==> src/rtl/sdram_cmd_pkg.sv <==
package sdram_cmd_pkg;

    typedef enum logic [2:0] {
        MODE_NORMAL     = 3'd0,
        MODE_CKE_ON     = 3'd1,
        MODE_PRECHARGE  = 3'd2,
        MODE_AUTOREF    = 3'd3,
        MODE_LOAD_MR    = 3'd4,
        MODE_SELF_REF   = 3'd5,
        MODE_POWER_DOWN = 3'd6,
        MODE_RESERVED   = 3'd7
    } op_mode_t;

    typedef enum logic [1:0] {
        ST_IDLE,
        ST_ISSUE,
        ST_GAP
    } eng_state_t;

    localparam int NUM_CS     = 2;
    localparam int MODE_LSB   = 0;
    localparam int SEL_B2_BIT = 3;
    localparam int SEL_B1_BIT = 4;
    localparam int REP_LSB    = 5;
    localparam int REP_W      = 4;
    localparam int MRV_LSB    = REP_LSB + REP_W;
    localparam int A10_BIT    = 10;

endpackage

==> src/rtl/sdram_bank_ctl.sv <==
module sdram_bank_ctl
    import sdram_cmd_pkg::*;
(
    input  logic              clk,
    input  logic              rst_n,
    input  logic              accept,
    input  op_mode_t          acc_mode,
    input  logic [NUM_CS-1:0] acc_tgt,
    output logic [NUM_CS-1:0] cke,
    output logic [NUM_CS-1:0] ref_en
);

    for (genvar b = 0; b < NUM_CS; b++) begin : g_bank
        always_ff @(posedge clk) begin
            if (!rst_n) begin
                cke[b]    <= 1'b0;
                ref_en[b] <= 1'b0;
            end else if (accept && acc_tgt[b]) begin
                case (acc_mode)
                    MODE_NORMAL: begin
                        cke[b]    <= 1'b1;
                        ref_en[b] <= 1'b1;
                    end
                    MODE_CKE_ON: cke[b] <= 1'b1;
                    MODE_SELF_REF, MODE_POWER_DOWN: begin
                        cke[b]    <= 1'b0;
                        ref_en[b] <= 1'b0;
                    end
                    default: ;
                endcase
            end
        end
    end

endmodule

==> src/rtl/sdram_refresh_timer.sv <==
module sdram_refresh_timer #(
    parameter int              RT_W     = 14,
    parameter logic [RT_W-1:0] RT_RESET = '1
) (
    input  logic            clk,
    input  logic            rst_n,
    input  logic            rt_wr,
    input  logic [RT_W-1:0] rt_word,
    input  logic            restart,
    input  logic            run,
    input  logic            ack,
    output logic            req
);

    localparam logic [RT_W-1:0] STEP = RT_W'(2);

    logic [RT_W-1:0] rt_reg;
    logic [RT_W-1:0] cnt;
    logic            expire;

    // The stored word is the interval shifted left by one, so the counter steps by two.
    assign expire = run && !restart && (cnt < STEP);

    always_ff @(posedge clk) begin
        if (!rst_n) begin
            rt_reg <= RT_RESET;
            cnt    <= RT_RESET;
            req    <= 1'b0;
        end else begin
            if (rt_wr) begin
                rt_reg <= rt_word;
            end
            if (restart) begin
                cnt <= rt_reg;
            end else if (run) begin
                cnt <= (cnt < STEP) ? rt_reg : cnt - STEP;
            end
            req <= run && ((req && !ack) || expire);
        end
    end

endmodule

==> src/rtl/sdram_cmd_seq.sv <==
module sdram_cmd_seq
    import sdram_cmd_pkg::*;
#(
    parameter int ADDR_W = 13,
    parameter int BA_W   = 2,
    parameter int T_RP   = 3,
    parameter int T_RC   = 7,
    parameter int T_MRD  = 2,
    localparam int CMD_W = MRV_LSB + ADDR_W
) (
    input  logic              clk,
    input  logic              rst_n,
    input  logic              cmd_wr,
    input  logic [CMD_W-1:0]  cmd_word,
    input  logic              ref_req,
    input  logic [NUM_CS-1:0] ref_mask,
    output logic              accept,
    output op_mode_t          acc_mode,
    output logic [NUM_CS-1:0] acc_tgt,
    output logic              ref_ack,
    output logic              busy,
    output logic [NUM_CS-1:0] cs_n,
    output logic              ras_n,
    output logic              cas_n,
    output logic              we_n,
    output logic [ADDR_W-1:0] addr,
    output logic [BA_W-1:0]   ba
);

    localparam int T_MAX1 = (T_RP > T_RC) ? T_RP : T_RC;
    localparam int T_MAX  = (T_MAX1 > T_MRD) ? T_MAX1 : T_MRD;
    localparam int TMR_W  = (T_MAX < 2) ? 1 : $clog2(T_MAX);

    eng_state_t        state_q, state_d;
    op_mode_t          mode_q, mode_d;
    logic [NUM_CS-1:0] tgt_q, tgt_d;
    logic [REP_W-1:0]  rep_q, rep_d;
    logic [ADDR_W-1:0] mrv_q, mrv_d;
    logic [TMR_W-1:0]  tmr_q, tmr_d;

    function automatic int gap_of(op_mode_t m);
        case (m)
            MODE_PRECHARGE: return T_RP;
            MODE_AUTOREF:   return T_RC;
            MODE_LOAD_MR:   return T_MRD;
            default:        return 0;
        endcase
    endfunction

    assign acc_mode = op_mode_t'(cmd_word[MODE_LSB +: 3]);
    assign acc_tgt  = {cmd_word[SEL_B2_BIT], cmd_word[SEL_B1_BIT]};
    assign accept   = cmd_wr && (state_q == ST_IDLE) && (acc_mode != MODE_RESERVED);
    assign ref_ack  = (state_q == ST_IDLE) && !accept && ref_req && (|ref_mask);
    assign busy     = (state_q != ST_IDLE);

    // Next-state logic
    always_comb begin
        state_d = state_q;
        mode_d  = mode_q;
        tgt_d   = tgt_q;
        rep_d   = rep_q;
        mrv_d   = mrv_q;
        tmr_d   = tmr_q;
        unique case (state_q)
            ST_IDLE: begin
                if (accept) begin
                    mode_d  = acc_mode;
                    tgt_d   = acc_tgt;
                    rep_d   = cmd_word[REP_LSB +: REP_W];
                    mrv_d   = cmd_word[MRV_LSB +: ADDR_W];
                    state_d = ST_ISSUE;
                end else if (ref_ack) begin
                    mode_d  = MODE_AUTOREF;
                    tgt_d   = ref_mask;
                    rep_d   = '0;
                    state_d = ST_ISSUE;
                end
            end
            ST_ISSUE: begin
                if (gap_of(mode_q) != 0) begin
                    tmr_d   = TMR_W'(gap_of(mode_q) - 2);
                    state_d = ST_GAP;
                end else begin
                    state_d = ST_IDLE;
                end
            end
            ST_GAP: begin
                if (tmr_q != '0) begin
                    tmr_d = tmr_q - 1'b1;
                end else if (mode_q == MODE_AUTOREF && rep_q != '0) begin
                    rep_d   = rep_q - 1'b1;
                    state_d = ST_ISSUE;
                end else begin
                    state_d = ST_IDLE;
                end
            end
            default: state_d = ST_IDLE;
        endcase
    end

    // State register
    always_ff @(posedge clk) begin
        if (!rst_n) begin
            state_q <= ST_IDLE;
            mode_q  <= MODE_NORMAL;
            tgt_q   <= '0;
            rep_q   <= '0;
            mrv_q   <= '0;
            tmr_q   <= '0;
        end else begin
            state_q <= state_d;
            mode_q  <= mode_d;
            tgt_q   <= tgt_d;
            rep_q   <= rep_d;
            mrv_q   <= mrv_d;
            tmr_q   <= tmr_d;
        end
    end

    // Bus outputs
    always_comb begin
        cs_n  = '1;
        ras_n = 1'b1;
        cas_n = 1'b1;
        we_n  = 1'b1;
        addr  = '0;
        ba    = '0;
        if (state_q == ST_ISSUE) begin
            case (mode_q)
                MODE_PRECHARGE: begin
                    cs_n          = ~tgt_q;
                    ras_n         = 1'b0;
                    we_n          = 1'b0;
                    addr[A10_BIT] = 1'b1;
                end
                MODE_AUTOREF, MODE_SELF_REF: begin
                    cs_n  = ~tgt_q;
                    ras_n = 1'b0;
                    cas_n = 1'b0;
                end
                MODE_LOAD_MR: begin
                    cs_n  = ~tgt_q;
                    ras_n = 1'b0;
                    cas_n = 1'b0;
                    we_n  = 1'b0;
                    addr  = mrv_q;
                end
                default: ;
            endcase
        end
    end

endmodule

==> src/rtl/sdram_cmd_engine.sv <==
module sdram_cmd_engine
    import sdram_cmd_pkg::*;
#(
    parameter int ADDR_W = 13,
    parameter int BA_W   = 2,
    parameter int T_RP   = 3,
    parameter int T_RC   = 7,
    parameter int T_MRD  = 2,
    parameter int IVAL_W = 13,
    localparam int CMD_W = MRV_LSB + ADDR_W,
    localparam int RT_W  = IVAL_W + 1
) (
    input  logic              clk,
    input  logic              rst_n,
    input  logic              cmd_wr,
    input  logic [CMD_W-1:0]  cmd_word,
    input  logic              rfi_wr,
    input  logic [RT_W-1:0]   rfi_word,
    output logic              busy,
    output logic [NUM_CS-1:0] sd_cs_n,
    output logic [NUM_CS-1:0] sd_cke,
    output logic              sd_ras_n,
    output logic              sd_cas_n,
    output logic              sd_we_n,
    output logic [ADDR_W-1:0] sd_addr,
    output logic [BA_W-1:0]   sd_ba
);

    logic              accept;
    op_mode_t          acc_mode;
    logic [NUM_CS-1:0] acc_tgt;
    logic [NUM_CS-1:0] ref_en;
    logic              ref_req;
    logic              ref_ack;
    logic              restart;

    assign restart = accept && (acc_mode == MODE_NORMAL) && (|acc_tgt);

    sdram_cmd_seq #(
        .ADDR_W (ADDR_W),
        .BA_W   (BA_W),
        .T_RP   (T_RP),
        .T_RC   (T_RC),
        .T_MRD  (T_MRD)
    ) u_seq (
        .clk      (clk),
        .rst_n    (rst_n),
        .cmd_wr   (cmd_wr),
        .cmd_word (cmd_word),
        .ref_req  (ref_req),
        .ref_mask (ref_en),
        .accept   (accept),
        .acc_mode (acc_mode),
        .acc_tgt  (acc_tgt),
        .ref_ack  (ref_ack),
        .busy     (busy),
        .cs_n     (sd_cs_n),
        .ras_n    (sd_ras_n),
        .cas_n    (sd_cas_n),
        .we_n     (sd_we_n),
        .addr     (sd_addr),
        .ba       (sd_ba)
    );

    sdram_bank_ctl u_banks (
        .clk      (clk),
        .rst_n    (rst_n),
        .accept   (accept),
        .acc_mode (acc_mode),
        .acc_tgt  (acc_tgt),
        .cke      (sd_cke),
        .ref_en   (ref_en)
    );

    sdram_refresh_timer #(
        .RT_W (RT_W)
    ) u_rtimer (
        .clk     (clk),
        .rst_n   (rst_n),
        .rt_wr   (rfi_wr),
        .rt_word (rfi_word),
        .restart (restart),
        .run     (|ref_en),
        .ack     (ref_ack),
        .req     (ref_req)
    );

endmodule

==> config.mk <==
export PLATFORM = sky130hd
export DESIGN_NAME = sdram_cmd_engine
export DESIGN_NICKNAME = d
export VERILOG_FILES = /design/src/rtl/sdram_cmd_pkg.sv /design/src/rtl/sdram_bank_ctl.sv /design/src/rtl/sdram_refresh_timer.sv /design/src/rtl/sdram_cmd_seq.sv /design/src/rtl/sdram_cmd_engine.sv
export SDC_FILE = /design/constraint.sdc
export NUM_CORES = 1
export LEC_CHECK = 0
export BUFFER_PORTS_ARGS = -buffer_cell sky130_fd_sc_hd__buf_2
export CORE_UTILIZATION = 35
export CTS_CLUSTER_DIAMETER = 150
export DETAILED_ROUTE_END_ITERATION = 6
export PLACE_DENSITY = 0.59
export SLEW_MARGIN = 20
export SYNTH_ARGS = -nofsm -noshare
export SYNTH_HDL_FRONTEND = slang
export SYNTH_SLANG_ARGS = --single-unit
==> constraint.sdc <==
create_clock -name clk -period 2.2 [get_ports clk]
set_input_delay 0.33 -clock clk [delete_from_list [all_inputs] [get_ports clk]]
set_output_delay 0.33 -clock clk [all_outputs]
set_load 0.01 [all_outputs]
**Word level (Yosys, flattened, before mapping)**

Cells that the tools add are included.

- Input port bits: 40
- Output and inout port bits: 23
- Bits in registers: 60
- Word-level logic and storage cells: 119

- Reduce and logical (&&, ||, !) cells: 46
- Bitwise operators: 1
- Multiplexer cells: 39
- $add $sub $neg: 4
- Equality and inequality tests: 15
- Magnitude comparators: 1

Operator list:

| kind | count |
|---|---|
| 14-bit 2-to-1 mux | 3 |
| 32-bit 2-to-1 mux | 1 |
| 32-bit nonzero test | 1 |
| 2-bit 2-to-1 mux | 9 |
| 3-bit 2-to-1 mux | 6 |
| 4-bit 2-to-1 mux | 4 |
| 1-bit logical AND | 14 |
| 14-bit by 2-bit < comparator with 1-bit output (second input constant) | 1 |
| 2-bit AND reduction | 7 |
| 2-bit nonzero test | 7 |
| 14-bit by 2-bit subtractor with 14-bit output (second input constant) | 1 |
| 13-bit 2-to-1 mux | 1 |
| 3-bit == test (second input constant) | 4 |
| 10-bit 2-to-1 mux | 1 |
| 2-bit OR reduction | 5 |
| 3-bit case mux with 3 select lines | 1 |
| 4-bit case mux with 2 select lines | 1 |
| 1-bit 2-to-1 mux | 7 |
| 3-bit by 2-bit == test with 1-bit output (second input constant) | 2 |
| 2-bit by 1-bit inequality test with 1-bit output (second input constant) | 3 |
| 1-bit case mux with 2 select lines | 3 |
| 2-bit case mux with 3 select lines | 1 |
| 3-bit case mux with 2 select lines | 1 |
| 4-bit AND reduction | 1 |
| other kinds (19) | 21 |

**Logic depth before layout (Yosys ltp)**

Gate-level depths: netlist of the first run.

- Word-level depth: 11
- Gate-level depth with buffers: 9
- Depth with buffers taken out: 7

**Hierarchy**

From an unflattened synthesis of the first run, not the netlist that was laid out.

- Cells, all modules: 380
- Area, all modules: 3194.3 µm²

By module, submodules not included:

| module | area an instance (µm²) | seq. area each (µm²) | cells each | times used |
|---|---|---|---|---|
| sdram_cmd_seq | 1594.0 | 540.5 | 195 | 1 |
| sdram_refresh_timer | 1388.8 | 540.5 | 158 | 1 |
| sdram_bank_ctl | 182.7 | 80.1 | 24 | 1 |
| sdram_cmd_engine | 28.8 | 0.0 | 3 | 1 |

**Least setup slack after synthesis of the first run**

No wires, ideal clock.

- Path kind: reg-to-reg
- Start: reg u_seq.state_q[0]
- End: reg u_rtimer.cnt[13]
- Setup time: 116 ps
- Required time: 2084 ps
- Setup slack: 266 ps
- Cell stages (with the launch flop): 9
- Path buffers: 1
- Clock period less this slack: 1934 ps
- Arrival time: 1818 ps
- Path through: dfxtp_1 -> inv_1 -> ha_1 -> and3b_1 -> buf_2 -> o211ai_4 -> nand2_4 -> or4_1 -> o211a_1

- Longest elaborated chain between the ends: 6
- Elaborated cells on any way between the ends: 7
- Those cells by class: mux: 1; reduce/logical: 6

Ends and longest elaborated chain:

| item | RTL line | RTL |
|---|---|---|
| from (decl) | sdram_cmd_seq.sv:34 | `eng_state_t state_q, state_d;` |
| from (signal assigned) | sdram_cmd_seq.sv:111 | `state_q <= state_d;` |
| 2-bit zero test (*) | sdram_cmd_seq.sv:52 | `assign accept = cmd_wr && (state_q == ST_IDLE) && (acc_mode != MODE_RESERVED);` |
| 1-bit logical AND (*) (2 in series) | sdram_cmd_seq.sv:52 |  |
| 1-bit logical AND (*) (2 in series) | sdram_cmd_engine.sv:37 | `assign restart = accept && (acc_mode == MODE_NORMAL) && (\|acc_tgt);` |
| 14-bit 2-to-1 mux or 2-bit nonzero test (tied branches) | n/a |  |
| to (signal assigned) | sdram_refresh_timer.sv:34 | `cnt <= rt_reg;` |
| to (signal assigned) | sdram_refresh_timer.sv:36 | `cnt <= (cnt < STEP) ? rt_reg : cnt - STEP;` |
| to (decl) | sdram_refresh_timer.sv:18 | `logic [RT_W-1:0] cnt;` |

Mark *: on every way between the ends. The rest lies on a longest branch, timed or not.
A chain may end at the register's enable or synchronous reset.

**Final worst setup path of the first run**

Ends and elaborated chain as after synthesis.

==> metrics.csv, run 1 <==
metric,value,unit
leakagePower,1.54,nW
ys_seq_area_share,37.9,%
syn_area_per_cell,8.25,um2
grt_max_degree,18,
holdPathEnd,u_rtimer.rt_reg[9]$_SDFFE_PN1P_,
io_buffers,59,
rows,33,
placed_cells,525,
ant_nets,0,
drtIter0Drc,136,
cts_buffers,9,
die_area,9130,um2
grt_pass1_wl,12.4,mm
synth_top_family_by_area,simple AND/OR/NAND/NOR gates,
antenna_cells,0,
grt_pass1_vias,2589,
finalSetupViolCount,0,
place_congestion,0.780,
ys.flop_type,dfxtp_1,
synth_fa_ha_area_share,4.09,%
post-route-period-util,92.9,%
drcViolationCount,0,
post_cts_buffers,0,
yosysTopAreaCellShare,37.9,%
postCtsHoldBufs,0,
worst_r2r_path_depth,7,
ys_types,69,
timing.max_cap.violations,0,
cp-start-kind,register,
relSlewSlack,63.7,%
worstPathMaxFanout,8,
slew_viol_final,0,
max_clock_freq,0.490,GHz
muxShareOfSynthArea,4.90,%
coreArea,8340,um2
fill_cells,853,
io-pin-count,63,
synth-simple-area-share,25.3,%
finalSetupTns,0,ns
postRouteWirelength,7.56,mm
path_clk_slew,0.07,ns
drt_pass1_iterations,4,
yosysWarnings,0,
hpwlAfterDp,5.50,mm
yosysTopAreaCell,dfxtp_1,
grt-ovfl-total,0,
hold_viol,0,
cp.required,2.43,ns
synth_edf_count,0,
syn_inst,371,
antenna_found_initial,0,
max_stage_delay,0.53,ns
initial_core_util,36.7,%
async_reset_ff_share,0,%
cts_tree,done,
cts-resized-gates,0,
drive_above_1_share,22.5,%
timing.final.crit_period,2.04,ns
worst_ep_arrival_time,2.27,ns
avgRoutedWirePerCell,14.0,um
h-tree-depth,3,
ys_seq_elements,58,
path_class,register to register,
nNetsFinal,481,
synth_xor_area_share,1.43,%
synth.cell_area,3060,um2
die_h,95.5,um
ir_worst_vdd,0.277,mV
synthTopCellsByArea,"dfxtp_1, nand2_1, a21oi_1",
grtUsageTotal,17.5,%
cpMaxStageDelayCell,or4_1,
viasPerCell,5.16,
crit_chain,inv_1 > ha_1 > and3b_1 > o211ai_4 > nand2_4 > or4_1 > o211a_1,
min_path_type,primary input to register,
rr_startpoint,u_seq.state_q[0]$_SDFFE_PN0P_,
synth_compound_area_share,20.6,%
skew,0.00566,ns
worstMarginPinSlew,0.543,ns
reg2reg_slack,0.16,ns
crit_path_end_kind,register,
cts_buffer_depth,2,
status,completed,
p_per_area,766,nW/um2
num_vias,2794,
dieWidth,95.5,um
worstSkewPairLatency,0.33,ns
syn_to_final_growth,20.3,%
rsz0062_at_grt,no,
synth_common_cells,"dfxtp_1, nand2_1, a21oi_1",
r2r_end,u_rtimer.cnt[13]$_SDFFE_PN1P_,
clock-sinks,58,
hold_path_depth,3,
fin_cells,541,
fin_util,44.2,%
hp-start,rfi_word[9],
clk_root_buffer_cell,clkbuf_8,
## cells in the final DEF, fill, tap and decap left out, types with 10 or more instances in the layout
cell type	synthesis	layout
buf_2	6	59
nand2_1	58	58
dfxtp_1	58	58
a21oi_1	33	33
nor2_1	27	27
inv_1	18	18
mux2i_1	15	15
and2_1	14	14
nor3_1	10	10
ha_1	10	10
buf_4	2	10
## layout make-up
| cell class | instances | area, um2 | share of cell area, % |
|---|---|---|---|
| Sequential cell | 58 | 1160 | 31.5 |
| Timing Repair Buffer | 69 | 370 | 10.1 |
| Inverter | 19 | 71.3 | 1.94 |
| Clock buffer | 9 | 124 | 3.36 |
| Multi-Input combinational cell | 274 | 1730 | 47.0 |
| Clock inverter | 7 | 93.8 | 2.55 |
| Tap cell | 105 | 131 | 3.57 |
## how the worst max path moves through the flow
stage,startpoint,to,cells after the start,slack (ns)
2_1_floorplan,u_seq.state_q[0]$_SDFFE_PN0P_,u_rtimer.cnt[13]$_SDFFE_PN1P_,8,0.27
3_5_place_dp,u_seq.state_q[0]$_SDFFE_PN0P_,u_rtimer.cnt[13]$_SDFFE_PN1P_,7,0.20
4_1_cts,u_seq.state_q[1]$_SDFFE_PN0P_,sd_addr[5],7,0.17
3_3_place_gp,u_seq.state_q[0]$_SDFFE_PN0P_,u_rtimer.cnt[13]$_SDFFE_PN1P_,7,0.22
5_1_grt,u_seq.state_q[0]$_SDFFE_PN0P_,u_rtimer.cnt[9]$_SDFFE_PN1P_,7,0.02
6_report,u_seq.state_q[0]$_SDFFE_PN0P_,u_rtimer.cnt[13]$_SDFFE_PN1P_,7,0.16
## through the flow
step	worst slack, ns	hold slack (ns)	cell area (um2)	power, mW
after floorplan	0.266	0.432	3070	1.58
after global placement	0.219	0.438	3470	1.73
after detailed placement	0.201	0.442	3470	1.75
after CTS	0.165	0.195	3680	2.85
after global routing	0.0153	0.203	3680	2.98
final	0.157	0.209	3680	2.82
## worst max-delay path: cells and delay by family, from the launching register on
| family | cells | cell delay [ns] |
|---|---|---|
| compound gates | 2 | 0.34 |
| fa+ha+maj | 1 | 0.21 |
| buf+inv | 1 | 0.08 |
| flops | 1 | 0.36 |
| simple gates | 3 | 0.94 |
## power by group
group | switching [mW] | internal [mW] | total, mW
registers | 0.0614 | 1.13 | 1.19
logic | 0.310 | 0.223 | 0.533
clock network | 0.461 | 0.635 | 1.10
total | 0.832 | 1.99 | 2.82
## per-layer routing
layer	global-route usage, %	vias to the layer above	wire, um
li1	-	1430	-
met1	24.4	1300	3740
met3	3.91	6	307
met4	6.34	0	93
met5	0	-	0
met2	26.3	58	3410
## logic make-up (layout without fill, tap and decap cells)
kind of cell	count (synthesis)	in the layout
mux	15	15
other cells	1	2
xor+xnor	5	5
fa+ha+maj	10	10
buf+inv	40	104
flops	58	58
simple gates	151	151
compound gates	91	91
(Power assumes the default switching activity.)
==> run 2: changes to the inputs <==
--- a/config.mk
+++ b/config.mk
@@ -5,11 +5,11 @@
 export SDC_FILE = /design/constraint.sdc
 export NUM_CORES = 1
 export LEC_CHECK = 0
-export BUFFER_PORTS_ARGS = -buffer_cell sky130_fd_sc_hd__buf_2
-export CORE_UTILIZATION = 35
+export CORE_UTILIZATION = 45
 export CTS_CLUSTER_DIAMETER = 150
 export DETAILED_ROUTE_END_ITERATION = 6
-export PLACE_DENSITY = 0.59
+export DONT_BUFFER_PORTS = 1
+export PLACE_DENSITY = 0.64
 export SLEW_MARGIN = 20
 export SYNTH_ARGS = -nofsm -noshare
 export SYNTH_HDL_FRONTEND = slang
==> run 2 against run 1 <==
Compared with the run above: the run now ends with design-rule violations left; clock-buffer cell count up 2; final area shrank 8.3%; hold slack got worse by 0.14 ns; fmax is 0.25% lower; utilization increased by 8.2 points; non-clock buffer count down 60; clock power rose by 13%; global-route usage up 3.1 points; clock skew rose by 0.0066 ns; first-iteration DRC count increased by 10%; via count is 6.8% lower.
==> metrics.csv, run 2 (synthesis gave the netlist of run 1 again) <==
metric,value,unit,change
worst_ep_arrival_time,2.26,ns,about the same
drcViolationCount,3,,+3
cts_buffers,9,,unchanged
ir_worst_vdd,0.430,mV,+55%
post_cts_buffers,0,,unchanged
cp-start-kind,register,,
crit_path_end_kind,register,,
die_h,84.5,um,-12%
nNetsFinal,421,,-12%
syn_to_final_growth,10.4,%,
timing.final.crit_period,2.05,ns,+0.00518 ns
slew_viol_final,0,,unchanged
worstMarginPinSlew,0.491,ns,-0.0515 ns
initial_core_util,47.4,%,+11 points
dieWidth,84.5,um,-12%
min_path_type,primary input to register,,
max_clock_freq,0.488,GHz,-0.25%
cts_buffer_depth,2,,unchanged
skew,0.0122,ns,+0.00657 ns
p_total,2.89,mW,+2.5%
drtIter0Drc,150,,+10%
viasPerCell,5.75,,+11%
postRouteWirelength,7.04,mm,-6.9%
die_area,7140,um2,-22%
violations,design-rule violations,,
antenna_cells,0,,unchanged
cts-resized-gates,0,,unchanged
rsz0062_at_grt,no,,
num_vias,2605,,-6.8%
path_clk_slew,0.07,ns,about the same
relSlewSlack,67.1,%,+3.4 points
path_class,register to register,,
grt_pass1_wl,11.7,mm,-5.6%
antenna_found_initial,0,,unchanged
p_per_area,856,nW/um2,+12%
ant_nets,0,,unchanged
io-pin-count,63,,unchanged
postCtsHoldBufs,0,,unchanged
rows,29,,-12%
status,"finished, violations left",,
coreArea,6460,um2,-23%
clock-sinks,58,,unchanged
drt_pass1_iterations,6,,+2
grtUsageTotal,20.6,%,+3.1 points
final_cell_mix,"nand2_1, dfxtp_1, a21oi_1",,
worstSkewPairLatency,0.33,ns,about the same
cp.required,2.41,ns,-0.02 ns
hold_viol,0,,unchanged
finalSetupViolCount,0,,unchanged
timing.max_cap.violations,0,,unchanged
io_buffers,0,,-100%
place_congestion,0.806,,+3.3%
h-tree-depth,3,,unchanged
leakagePower,1.31,nW,-15%
cts_tree,done,,
finalSetupTns,0,ns,unchanged
grt_max_degree,30,,+12
worstPathMaxFanout,8,,unchanged
avgRoutedWirePerCell,15.5,um,+11%
grt-ovfl-total,0,,unchanged
grt_pass1_vias,2437,,-5.9%
drive_above_1_share,10.1,%,-12 points
post-route-period-util,93.1,%,+0.24 points
clk_root_buffer_cell,clkbuf_8,,
hpwlAfterDp,4.98,mm,-9.4%
fin_hold_ws,0.0683,ns,-0.141 ns
[run 2: cell count changes in the layout (fill, tap and decap cells not counted)]
| cell | before | now |
|---|---|---|
| clkinv_4 | 1 | 0 |
| clkbuf_8 | 9 | 11 |
| clkinvlp_4 | 2 | 0 |
| buf_4 | 10 | 9 |
| bufinv_16 | 2 | 3 |
| buf_2 | 59 | 0 |
[run 2: critical path, cell delays in order (launching register included)]
cell and delay [ns]:
dfxtp_1 0.37, inv_1 0.09, ha_1 0.22, and3b_1 0.28, o211a_2 0.24, or4_1 0.52
o41ai_1 0.08, o31ai_1 0.12
[run 2: layer usage]
| metal | routed length (um) | part of all wire [%] | vias up | GRT usage (%) |
|---|---|---|---|---|
| met2 | 3230 | 46 | 55 | 31.6 |
| met1 | 3390 | 48 | 1234 | 27.1 |
| li1 | - | - | 1308 | - |
| met5 | 0 | 0 | - | 0 |
| met4 | 71 | 1.0 | 0 | 9.40 |
| met3 | 348 | 4.9 | 8 | 5.51 |
[run 2: cell type report]
| class | instances | area [um2] |
|---|---|---|
| Clock inverter | 5 | 100 |
| Tap cell | 77 | 96.3 |
| Sequential cell | 58 | 1160 |
| Clock buffer | 11 | 151 |
| Multi-Input combinational cell | 274 | 1730 |
| Fill cell | 633 | 3080 |
| Inverter | 19 | 71.3 |
| Timing Repair Buffer | 9 | 67.6 |
[run 2: path summary, 6_finish.rpt]
kind,from,slack (ns),depth (start not counted),end
max reg2reg,u_seq.state_q[0]$_SDFFE_PN0P_,0.15,7,u_rtimer.cnt[9]$_SDFFE_PN1P_
min reg2reg,u_seq.mrv_q[8]$_SDFFE_PN0P_,0.45,2,u_seq.mrv_q[8]$_SDFFE_PN0P_
min,rst_n,0.07,1,u_rtimer.rt_reg[1]$_SDFFE_PN1P_
max,u_seq.state_q[0]$_SDFFE_PN0P_,0.15,7,u_rtimer.cnt[9]$_SDFFE_PN1P_
[run 2: report_power, final]
part | switching [mW] | internal (mW)
combinational | 0.268 | 0.191
sequential | 0.0641 | 1.13
clock | 0.426 | 0.811
[run 2: metrics by stage]
| step | cell area (um2) | worst slack [ns] | util (%) | std cells |
|---|---|---|---|---|
| after detailed placement | 3130 | 0.179 | 48.4 | 437 |
| final | 3380 | 0.152 | 52.3 | 453 |
| after global routing | 3380 | 0.0423 | 52.3 | 453 |
| after CTS | 3380 | 0.160 | 52.3 | 453 |
| after global placement | 3130 | 0.245 | 48.4 | 437 |
| after floorplan | 3070 | 0.266 | - | 372 |
